`src/rtl/pl_pkg.sv`:
```
package pl_pkg;

   typedef enum logic [1:0] {
      RD_W8      = 2'b00,
      RD_W12     = 2'b01,
      RD_W16     = 2'b10,
      RD_W16_ALT = 2'b11
   } rd_width_e;

   function automatic logic is_full_width(rd_width_e m);
      return (m == RD_W16) || (m == RD_W16_ALT);
   endfunction

endpackage

```
`src/rtl/pl_edge_sampler.sv`:
```
// Falling-edge capture of the host control pins.
module pl_edge_sampler #(
   parameter int unsigned NUM_PINS = 2,
   parameter logic [NUM_PINS-1:0] IDLE_VAL = '0
) (
   input  logic                clk,
   input  logic                rst_n,
   input  logic [NUM_PINS-1:0] pins_in,
   output logic [NUM_PINS-1:0] pins_q
);

   generate
      if (NUM_PINS == 0) begin : g_bad
         $error("pl_edge_sampler: NUM_PINS must be nonzero");
      end
   endgenerate

   always_ff @(negedge clk or negedge rst_n) begin
      if (!rst_n) pins_q <= IDLE_VAL;
      else        pins_q <= pins_in;
   end

endmodule

```
`src/rtl/pl_inhibit_ctrl.sv`:
```
// Freeze state: set by any sampled read, cleared after a low-byte access ends.
module pl_inhibit_ctrl (
   input  logic clk,
   input  logic rst_n,
   input  logic rd_act,
   input  logic lo_sel,
   output logic hold_o,
   output logic load_o
);

   logic hold_q;
   logic lo_taken_q;

   always_ff @(posedge clk or negedge rst_n) begin
      if (!rst_n) begin
         hold_q     <= 1'b0;
         lo_taken_q <= 1'b0;
      end else if (rd_act) begin
         hold_q <= 1'b1;
         if (lo_sel) lo_taken_q <= 1'b1;
      end else if (lo_taken_q) begin
         hold_q     <= 1'b0;
         lo_taken_q <= 1'b0;
      end
   end

   assign hold_o = hold_q;
   assign load_o = !rd_act && !hold_q;

   // a sampled read always arms the freeze
   p_set_on_read_r2: assert property (@(posedge clk) disable iff (!rst_n)
      rd_act |=> hold_q);

   // an upper-byte-only sequence keeps the freeze across idle gaps
   p_keep_without_low_r5: assert property (@(posedge clk) disable iff (!rst_n)
      (hold_q && !rd_act && !lo_taken_q) |=> hold_q);

   // a finished low-byte access releases the freeze
   p_release_r5: assert property (@(posedge clk) disable iff (!rst_n)
      (!rd_act && lo_taken_q) |=> !hold_q);

endmodule

```
`src/rtl/pl_pos_latch.sv`:
```
// Snapshot register of the running count.
module pl_pos_latch #(
   parameter int unsigned CNT_W = 16
) (
   input  logic             clk,
   input  logic             rst_n,
   input  logic             load,
   input  logic [CNT_W-1:0] d,
   output logic [CNT_W-1:0] q
);

   always_ff @(posedge clk or negedge rst_n) begin
      if (!rst_n)    q <= '0;
      else if (load) q <= d;
   end

   // while loading, the snapshot follows the count one edge later
   p_track_r1: assert property (@(posedge clk) disable iff (!rst_n)
      load |=> (q == $past(d)));

   // no load means the snapshot is untouched
   p_freeze_r2: assert property (@(posedge clk) disable iff (!rst_n)
      !load |=> $stable(q));

endmodule

```
`src/rtl/pl_byte_mux.sv`:
```
// Width masking, byte selection and drive control toward the host pins.
module pl_byte_mux
   import pl_pkg::*;
#(
   parameter int unsigned CNT_W = 16,
   parameter int unsigned BUS_W = 8,
   parameter int unsigned MID_W = 12
) (
   input  rd_width_e        mode,
   input  logic [CNT_W-1:0] snap,
   input  logic             sel_lo,
   input  logic             oe_n,
   output logic [BUS_W-1:0] dout,
   output logic             doe
);

   localparam int unsigned NUM_LANES = CNT_W / BUS_W;

   logic [CNT_W-1:0] keep_mask;
   logic [CNT_W-1:0] shown;
   logic [BUS_W-1:0] lane [NUM_LANES];
   logic [BUS_W-1:0] picked;

   generate
      for (genvar b = 0; b < CNT_W; b++) begin : g_mask
         if (b < BUS_W) begin : g_low
            assign keep_mask[b] = 1'b1;
         end else if (b < MID_W) begin : g_mid
            assign keep_mask[b] = (mode != RD_W8);
         end else begin : g_top
            assign keep_mask[b] = is_full_width(mode);
         end
      end
      for (genvar l = 0; l < NUM_LANES; l++) begin : g_lane
         assign lane[l] = shown[l*BUS_W +: BUS_W];
      end
   endgenerate

   assign shown  = snap & keep_mask;
   assign picked = sel_lo ? lane[0] : lane[NUM_LANES-1];
   assign doe    = !oe_n;
   assign dout   = oe_n ? '0 : picked;

   always_comb begin
      // in 8-bit mode the upper lane is empty
      if (mode == RD_W8) begin
         p_upper_empty_r8: assert (lane[NUM_LANES-1] == '0);
      end
      // in 12-bit mode only the low nibble of the upper lane survives
      if (mode == RD_W12) begin
         p_upper_nibble_r7: assert (shown[CNT_W-1:MID_W] == '0);
      end
      // nothing leaves the block while the pins are released
      if (oe_n) begin
         p_quiet_bus_r3: assert (dout == '0);
      end
   end

endmodule

```
`src/rtl/poslatch_reader.sv`:
```
module poslatch_reader
   import pl_pkg::*;
#(
   parameter int unsigned CNT_W = 16,
   parameter int unsigned BUS_W = 8,
   parameter int unsigned MID_W = 12
) (
   input  logic             clk,
   input  logic             rst_n,
   input  logic [CNT_W-1:0] count_in,
   input  logic [1:0]       read_mode,
   input  logic             rd_oe_n,
   input  logic             byte_sel,
   output logic [BUS_W-1:0] bus_dout,
   output logic             bus_doe
);

   localparam int unsigned NUM_CTRL = 2;
   localparam logic [NUM_CTRL-1:0] CTRL_IDLE = 2'b01; // {sel, oe_n}

   generate
      if (CNT_W != 2 * BUS_W) begin : g_chk_w
         $error("poslatch_reader: CNT_W must be twice BUS_W");
      end
      if (MID_W <= BUS_W || MID_W >= CNT_W) begin : g_chk_mid
         $error("poslatch_reader: MID_W must lie strictly between BUS_W and CNT_W");
      end
   endgenerate

   logic [NUM_CTRL-1:0] ctrl_q;
   logic                oe_n_q;
   logic                sel_q;
   logic                hold;
   logic                load;
   logic [CNT_W-1:0]    snap;

   pl_edge_sampler #(
      .NUM_PINS (NUM_CTRL),
      .IDLE_VAL (CTRL_IDLE)
   ) u_sampler (
      .clk     (clk),
      .rst_n   (rst_n),
      .pins_in ({byte_sel, rd_oe_n}),
      .pins_q  (ctrl_q)
   );

   assign oe_n_q = ctrl_q[0];
   assign sel_q  = ctrl_q[1];

   pl_inhibit_ctrl u_inhibit (
      .clk    (clk),
      .rst_n  (rst_n),
      .rd_act (!oe_n_q),
      .lo_sel (sel_q),
      .hold_o (hold),
      .load_o (load)
   );

   pl_pos_latch #(
      .CNT_W (CNT_W)
   ) u_latch (
      .clk   (clk),
      .rst_n (rst_n),
      .load  (load),
      .d     (count_in),
      .q     (snap)
   );

   pl_byte_mux #(
      .CNT_W (CNT_W),
      .BUS_W (BUS_W),
      .MID_W (MID_W)
   ) u_mux (
      .mode   (rd_width_e'(read_mode)),
      .snap   (snap),
      .sel_lo (byte_sel),
      .oe_n   (rd_oe_n),
      .dout   (bus_dout),
      .doe    (bus_doe)
   );

   // a read recognised on a rising edge was seen on the preceding falling edge
   p_sampled_read_r9: assert property (@(posedge clk) disable iff (!rst_n)
      !oe_n_q |=> hold);

endmodule

```
`config.mk`:
```
export PLATFORM = sky130hd
export DESIGN_NAME = poslatch_reader
export DESIGN_NICKNAME = d
export VERILOG_FILES = /design/src/rtl/pl_pkg.sv /design/src/rtl/pl_edge_sampler.sv /design/src/rtl/pl_inhibit_ctrl.sv /design/src/rtl/pl_pos_latch.sv /design/src/rtl/pl_byte_mux.sv /design/src/rtl/poslatch_reader.sv
export SDC_FILE = /design/constraint.sdc
export NUM_CORES = 1
export LEC_CHECK = 0
export BUFFER_PORTS_ARGS = -buffer_cell sky130_fd_sc_hd__buf_4
export CORE_MARGIN = 2
export CORE_UTILIZATION = 45
export CTS_BUF_LIST = sky130_fd_sc_hd__clkbuf_8
export CTS_CLUSTER_SIZE = 24
export DETAILED_ROUTE_END_ITERATION = 12
export PLACE_DENSITY = 0.72
export SYNTH_ARGS = -nofsm -noshare
export SYNTH_HDL_FRONTEND = slang
export SYNTH_SLANG_ARGS = --single-unit
```
`constraint.sdc`:
```
create_clock -name clk -period 1.7 [get_ports clk]
set_clock_uncertainty 0.05 [all_clocks]
set_input_delay 0.425 -clock clk [delete_from_list [all_inputs] [get_ports clk]]
set_output_delay 0.425 -clock clk [all_outputs]
set_load 0.005 [all_outputs]
```
### Word level (Yosys, flattened, before mapping)

Cells that the tools add are included.

* register bits: 20
* input bits: 22
* output and inout bits: 9
* word-level logic and storage cells: 20

* eq/ne operators: 3
* mux-type cells: 6
* bitwise gates (word level): 1
* reductions and logical operators: 6

Operators with widths (count)
* $and 16x16->16: 1
* $mux 8: 2
* $eq 2x2->1 const B: 2
* $mux 1: 4
* $reduce_bool 2->1: 2
* $logic_not 1->1: 2
* $ne 2x1->1 const B: 1
* $logic_and 1x1->1: 1
* $logic_or 1x1->1: 1

### Depth between registers and ports, before layout

Gate-level depths: netlist of the first run.

* depth after elaboration: 5
* gate-level depth with buffers: 4

### Cells and area by module

From an unflattened synthesis of the first run, not the netlist that was laid out.

* cells, all modules: 70
* area total of the unflattened synthesis: 927.1 µm²

By module, submodules not included
* pl_pos_latch: times used 1, cells each 34, area each 649.4 µm², sequential area each 400.4 µm²
* pl_byte_mux: times used 1, cells each 26, area each 146.4 µm², sequential area each 0.0 µm²
* pl_inhibit_ctrl: times used 1, cells each 6, area each 72.6 µm², sequential area each 50.0 µm²
* pl_edge_sampler: times used 1, cells each 3, area each 55.1 µm², sequential area each 51.3 µm²
* poslatch_reader: times used 1, cells each 1, area each 3.8 µm², sequential area each 0.0 µm²

==> results by group, run 1 <==
Run status
  • Outcome: finished, violations left
  • Failing checks: setup timing

Synth
  • Syn nets: 93
  • Asr flop ratio synth: 100.0%
  • Netlist cell types: 19
  • Area contributors post-synth: dfrtp_1 48%, mux2_4 16%, mux2_2 7.3%
  • Largest family of logic cells by synthesized area: multiplexers
  • Most frequent cell after synthesis: dfrtp_1
  • Top cell type's share of synthesized area: 48.45%
  • Syn_area_per_cell: 13.09 um^2
  • Synth Warn #: 0
  • Number of synthesized flops with an enable pin: 0
  • Leading register cell type out of synthesis: dfrtp_1
  • Post-synthesis mux area share: 23.42%
  • Post-Synth Adder-Cell Area: 0%
  • Sequential fraction of the synthesis area: 53.97%
  • Synth Area in XOR/XNOR: 0%
  • #FFs+latches synth: 20
  • Top post-synthesis cells by count: 18 x dfrtp_1, 10 x mux2_4
  • Simple-gate share of the synthesized area: 11.71%
  • Largest area contributor in the netlist: dfrtp_1
  • Synth Instances: 71
  • Compound-cell area share of the yosys netlist: 5.384%
  • Mapped Area: 929.6 um^2

Cells and area
  • Diodes inserted: 0
  • NumNets Final: 130
  • Layout cell share with drive strength beyond 1: 56.07%
  • Area Growth Syn to Fin: 39.30%

Place
  • Placer Congestion: 0.7617
  • Hpwl dp: 1.351 mm
  • Post-place setup slack: -0.5175 ns
  • Port Buffers: 30

Clock network
  • CTS max path bufs: 2
  • CTS tree: built
  • Clock Latency Late Sink: 0.32 ns
  • H-tree Lvls: 1
  • CTS clk-pin slew, worst paths: 0.07 ns
  • Root Buffer: clkbuf_8
  • Num CTS Buffers: 3
  • CTS Sinks: 20

Pwr
  • Static Leakage: 0.6318 nW
  • Peak VDD IR: 0.6554 mV
  • PwrDens: 1012 nW/um^2

Floorplanning
  • Die height: 49.45 um
  • Core Rows: 16
  • Initial core utilization: 47.39%
  • Die Area: 2445 um^2
  • Io pins: 31
  • Die X: 49.45 um
  • Core Area: 1962 um^2

Detailed routing
  • DRT iter0 DRCs: 7
  • First-pass DRT Iterations: 4
  • Vias per Instance: 5.052
  • Drt wl/cell: 14.94 um
  • Drt drc: 0
  • Routed vias: 677
  • Post-route ant nets: 0
  • Final wirelength: 2.002 mm

Worst setup path
  • Crit-path max cell delay: 0.53 ns
  • Worst endpoint required time: 1.79 ns
  • Crit path DAT: 2.35 ns
  • Peak fanout along the critical path: 10
  • CP top delay family: flip-flops
  • CP max-delay cell: dfstp_2
  • Cell Chain, Critical Path: nor2b_4, buf_12, mux2_4
  • CP Buf/Inv Count: 1
  • Crit. End Element: flip-flop
  • Startpoint class of the critical path: flip-flop
  • Crit path kind: reg -> reg

Worst hold path
  • Hold Path Class: in -> async

Global routing
  • Vias in the first global route: 694
  • Largest net degree at the start of global routing: 19
  • Initial antenna violation count: 0
  • Grt ovf: 0
  • Gr usage total: 17.93%
  • First-pass GRT wire length: 3.249 mm

Timing
  • Final hold violation count: 0
  • # setup viols final: 18
  • Slew headroom: 84.66%
  • Max Slew Vio Count: 0
  • Worst-margin pin slew: 0.2301 ns
  • RSZ-0062 raised after global routing: true
  • Min Hold Slack: 0.08779 ns
  • Final worst slack: -0.5567 ns

Flow run
  • Max-cap violations: 0
[kinds of logic after synthesis]
group           after synthesis
buf+inv                       7
compound gates                9
flops                        20
simple gates                 19
mux                          16
[flip-flops by register name, indices dropped and copies added (netlist names)]
register              count
u_latch.q                16
u_inhibit.lo_taken_q      1
u_inhibit.hold_o          1
u_sampler.pins_q          2
[metal layers]
metal	vias up	track usage (%)	part of all wire, %
met5	-	0	0
met4	0	4.167	1.2
met3	4	5.455	5.3
met2	22	29.50	49
met1	338	23.27	44
li1	313	-	-
[report_power, final]
| group | total (mW) | switching [mW] | internal (mW) |
|---|---|---|---|
| combinational | 0.316 | 0.0985 | 0.217 |
| clock | 0.363 | 0.154 | 0.209 |
| sequential | 0.632 | 0.0596 | 0.573 |
| total | 1.31 | 0.312 | 0.999 |
[cell usage in the layout (no fill, tap or decap)]
cell type and instances:
nand2_1 6, clkbuf_8 4, or2_2 1, inv_1 3
a21oi_1 5, nand3b_1 6, nor2_1 4, dfrtp_1 18
o21ai_1 1, nor2b_4 1, nor2b_1 1, mux2_4 16
buf_4 33, buf_6 2, dfstp_2 1, buf_12 1
a21oi_2 1, a22oi_1 2, dfrtn_1 1
[final timing paths]
path                                                  start  cells past startpoint                       endpoint  slack [ns]
max in group asynchronous                             rst_n                      1  u_sampler.pins_q[0]$_DFF_NN1_        0.73
setup / recovery              u_sampler.pins_q[0]$_DFF_NN1_                      3       u_latch.q[8]$_DFFE_PN0P_       -0.56
setup reg to reg              u_sampler.pins_q[0]$_DFF_NN1_                      3       u_latch.q[8]$_DFFE_PN0P_       -0.56
hold reg to reg            u_inhibit.lo_taken_q$_DFFE_PN0P_                      1   u_inhibit.hold_o$_DFFE_PN0P_        0.42
min in group clk                                count_in[2]                      2       u_latch.q[2]$_DFFE_PN0P_        0.35
hold / removal                                        rst_n                      2       u_latch.q[0]$_DFFE_PN0P_        0.09
[area by class of cell]
cell class                      count  area [um^2]
Multi-Input combinational cell     44        402.9
Fill cell                         167        666.9
Clock buffer                        4        55.05
Inverter                            2        7.507
Timing Repair Buffer               36        290.3
Clock inverter                      1        3.754
Tap cell                           27        33.78
Sequential cell                    20        501.7
[worst reg2reg max path: cells and delay by family, from the launching register on]
family                 cells  cell delay [ns]
and+or+nand+nor            1             0.18
DFF                        1             0.53
muxes                      1             0.31
buffers and inverters      1             0.16
[timing repair]
item                       4_1_cts  5_1_grt
setup endpoints to repair       18       19
buffers inserted                 0        1
resized for setup                8        2
hold buffers                     0        0
[per-stage QoR]
stage                     utilization [%]  cell area, um^2  instances  power, mW  setup TNS [ns]
after floorplan                         -            929.6         71     0.8064          -7.580
after global placement              61.10             1199        129     0.9194          -7.330
after detailed placement            61.10             1199        129     0.9314          -7.732
after CTS                           65.24             1280        133      1.316          -8.765
after global routing                66.01             1295        134      1.374          -9.418
final                               66.01             1295        134      1.310          -9.049
(Power assumes the default switching activity.)
==> inputs of run 2 (changes only) <==
CAP_MARGIN = 20   (was not set)
REMOVE_ABC_BUFFERS = 1   (was not set)
==> results by group, run 2 (synthesized netlist as in run 1, its figures left out) <==
Floorplanning
  • Io pins: 31 (unchanged)
  • Die X: 49.45 um (unchanged)
  • Initial core utilization: 47.39% (unchanged)
  • Die height: 49.45 um (unchanged)
  • Core Rows: 16 (unchanged)
  • Core Area: 1962 um^2 (unchanged)
  • Die Area: 2445 um^2 (unchanged)

Clock network
  • Clock Latency Late Sink: 0.32 ns (about the same)
  • CTS Sinks: 20 (unchanged)
  • CTS tree: built
  • Root Buffer: clkbuf_8
  • Num CTS Buffers: 3 (unchanged)
  • CTS clk-pin slew, worst paths: 0.07 ns (about the same)
  • H-tree Lvls: 1 (unchanged)
  • CTS max path bufs: 2 (unchanged)

Detailed routing
  • Drt drc: 0 (unchanged)
  • Drt wl/cell: 14.50 um (-2.9%)
  • Routed vias: 672 (-0.74%)
  • First-pass DRT Iterations: 3 (-1)
  • Vias per Instance: 4.905 (-2.9%)
  • Final wirelength: 1.987 mm (-0.75%)
  • DRT iter0 DRCs: 7 (unchanged)
  • Post-route ant nets: 0 (unchanged)

Flow run
  • Max-cap violations: 0 (unchanged)

Cells and area
  • Largest register FFs: 16 (unchanged)
  • Most flop-heavy register: u_latch.q
  • Area Growth Syn to Fin: 40.78%
  • Non-Filler Instances: 137 (+2.2%)
  • Commonest non-fill, non-tap cell in the layout: buf_4
  • NumNets Final: 133 (+2.3%)
  • Cell area after layout: 1309 um^2 (+1.1%)
  • Most frequent cells in the layout: 35 x buf_4, 18 x dfrtp_1, 16 x mux2_4
  • Biggest regs: u_latch.q x16, u_sampler.pins_q x2
  • Layout cell share with drive strength beyond 1: 54.55% (-1.5 points)
  • Diodes inserted: 0 (unchanged)

Worst hold path
  • Worst hold path depth: 2
  • Hold Path Class: in -> reg

Global routing
  • Initial antenna violation count: 0 (unchanged)
  • Largest net degree at the start of global routing: 12 (-7)
  • Gr usage total: 18.66% (+0.73 points)
  • Vias in the first global route: 712 (+2.6%)
  • Grt ovf: 0 (unchanged)
  • First-pass GRT wire length: 3.367 mm (+3.6%)

Timing
  • Final worst slack: -0.5446 ns (+0.01215 ns)
  • Slew headroom: 89.16% (+4.5 points)
  • RSZ-0062 raised after global routing: true
  • Final hold violation count: 0 (unchanged)
  • Setup TNS: -8.740 ns (+0.3085 ns)
  • Min Hold Slack: 0.3500 ns (+0.2622 ns)
  • Max Slew Vio Count: 0 (unchanged)
  • # setup viols final: 18 (unchanged)
  • Worst-margin pin slew: 0.1626 ns (-0.06745 ns)

Pwr
  • PwrDens: 964.8 nW/um^2 (-4.7%)
  • Static Leakage: 0.6409 nW (+1.4%)
  • Seq pwr share: 49.9% (+1.7 points)
  • Clock network power share: 24.8% (-2.9 points)
  • Sw power: 305.1 uW (-2.1%)
  • Peak VDD IR: 0.7482 mV (+14%)
  • Combinational fraction of design power: 25.2% (+1.1 points)
  • Power, Total: 1.263 mW (-3.6%)
  • Pint: 957.7 uW (-4.1%)
  • Net switching fraction of the power: 24.16% (+0.37 points)

Run status
  • Failing checks: setup timing
  • Outcome: finished, violations left

Worst setup path
  • Crit. End Element: flip-flop
  • Cell Chain, Critical Path: nor2b_4, buf_12, mux2_4
  • Crit path kind: reg -> reg
  • Startpoint class of the critical path: flip-flop
  • CP max-delay cell: dfstp_2
  • Peak fanout along the critical path: 10 (unchanged)
  • Crit path DAT: 2.33 ns (-0.02 ns)
  • Worst endpoint required time: 1.79 ns (about the same)
  • Depth of the most critical reg-to-reg path: 3 (unchanged)
  • Crit-path max cell delay: 0.52 ns (about the same)

Place
  • Port Buffers: 30 (unchanged)
  • Post-DP Area: 1214 um^2 (+1.3%)
  • Placer Congestion: 0.7002 (-8.1%)
  • Dpl cells: 131 (+1.6%)
  • Hpwl dp: 1.435 mm (+6.2%)
## run 2: cell types whose count changed in the layout (fill, tap and decap cells not counted)
cell,delta
or2_4,+1
clkbuf_8,-1
buf_4,+2
dlygate4sd3_1,+1
a21oi_2,-1
or2_2,-1
clkinv_1,+1
a21oi_1,+1
## run 2: critical path, delay by kind of cell, from the launching register on
| family | cells | cell delay [ns] |
|---|---|---|
| multiplexers | 1 | 0.31 |
| buffers and inverters | 1 | 0.16 |
| AND/OR/NAND/NOR | 1 | 0.17 |
| flip-flops | 1 | 0.52 |
## run 2: metrics by stage
step / utilization, % / setup slack [ns]
finish: 66.71 / -0.5446
global placement: 61.86 / -0.4970
detailed placement: 61.86 / -0.5123
CTS: 66.20 / -0.5649
floorplan: - / -0.6326
global route: 66.71 / -0.5803
## run 2: per-layer routing
metal	share of wire [%]	routed length [um]	vias to the layer above	GRT usage (%)
met3	4.4	87	2	4.545
met5	0	0	-	0
met1	44	870	331	22.53
met4	1.3	26	0	8.333
li1	-	-	321	-
met2	50	1003	18	31.53
## run 2: final cells by class
cell class | count | area [um^2]
clock inverters | 2 | 7.507
inverters | 2 | 7.507
flip-flops and latches | 20 | 501.7
well taps | 27 | 33.78
repair buffers | 39 | 315.3
fillers | 168 | 653.1
multi-input cells | 44 | 401.6
clock buffers | 3 | 41.29
## run 2: worst paths after layout
kind / from / slack, ns / endpoint
min in group asynchronous: rst_n / 0.50 / u_latch.q[14]$_DFFE_PN0P_
hold / removal: count_in[12] / 0.35 / u_latch.q[12]$_DFFE_PN0P_
max in group asynchronous: rst_n / 0.09 / u_sampler.pins_q[0]$_DFF_NN1_
setup / recovery: u_sampler.pins_q[0]$_DFF_NN1_ / -0.54 / u_latch.q[3]$_DFFE_PN0P_
hold reg to reg: u_inhibit.lo_taken_q$_DFFE_PN0P_ / 0.41 / u_inhibit.hold_o$_DFFE_PN0P_
setup reg to reg: u_sampler.pins_q[0]$_DFF_NN1_ / -0.54 / u_latch.q[3]$_DFFE_PN0P_
## run 2: power groups by stage
stage	logic (mW)	registers, mW	clock network [mW]
3_3_place_gp	0.284	0.629	0.00736
5_1_grt	0.349	0.643	0.344
2_1_floorplan	0.169	0.617	0.00736
3_5_place_dp	0.291	0.636	0.00736
6_report	0.318	0.631	0.314
4_1_cts	0.314	0.629	0.326
## run 2: timing repair
item	in CTS	in global routing
buffers inserted	1	0
cloned	0	0
endpoints found under the hold margin	7	0
endpoints found under the setup margin	18	19
hold buffers	1	0
resized for setup	7	3
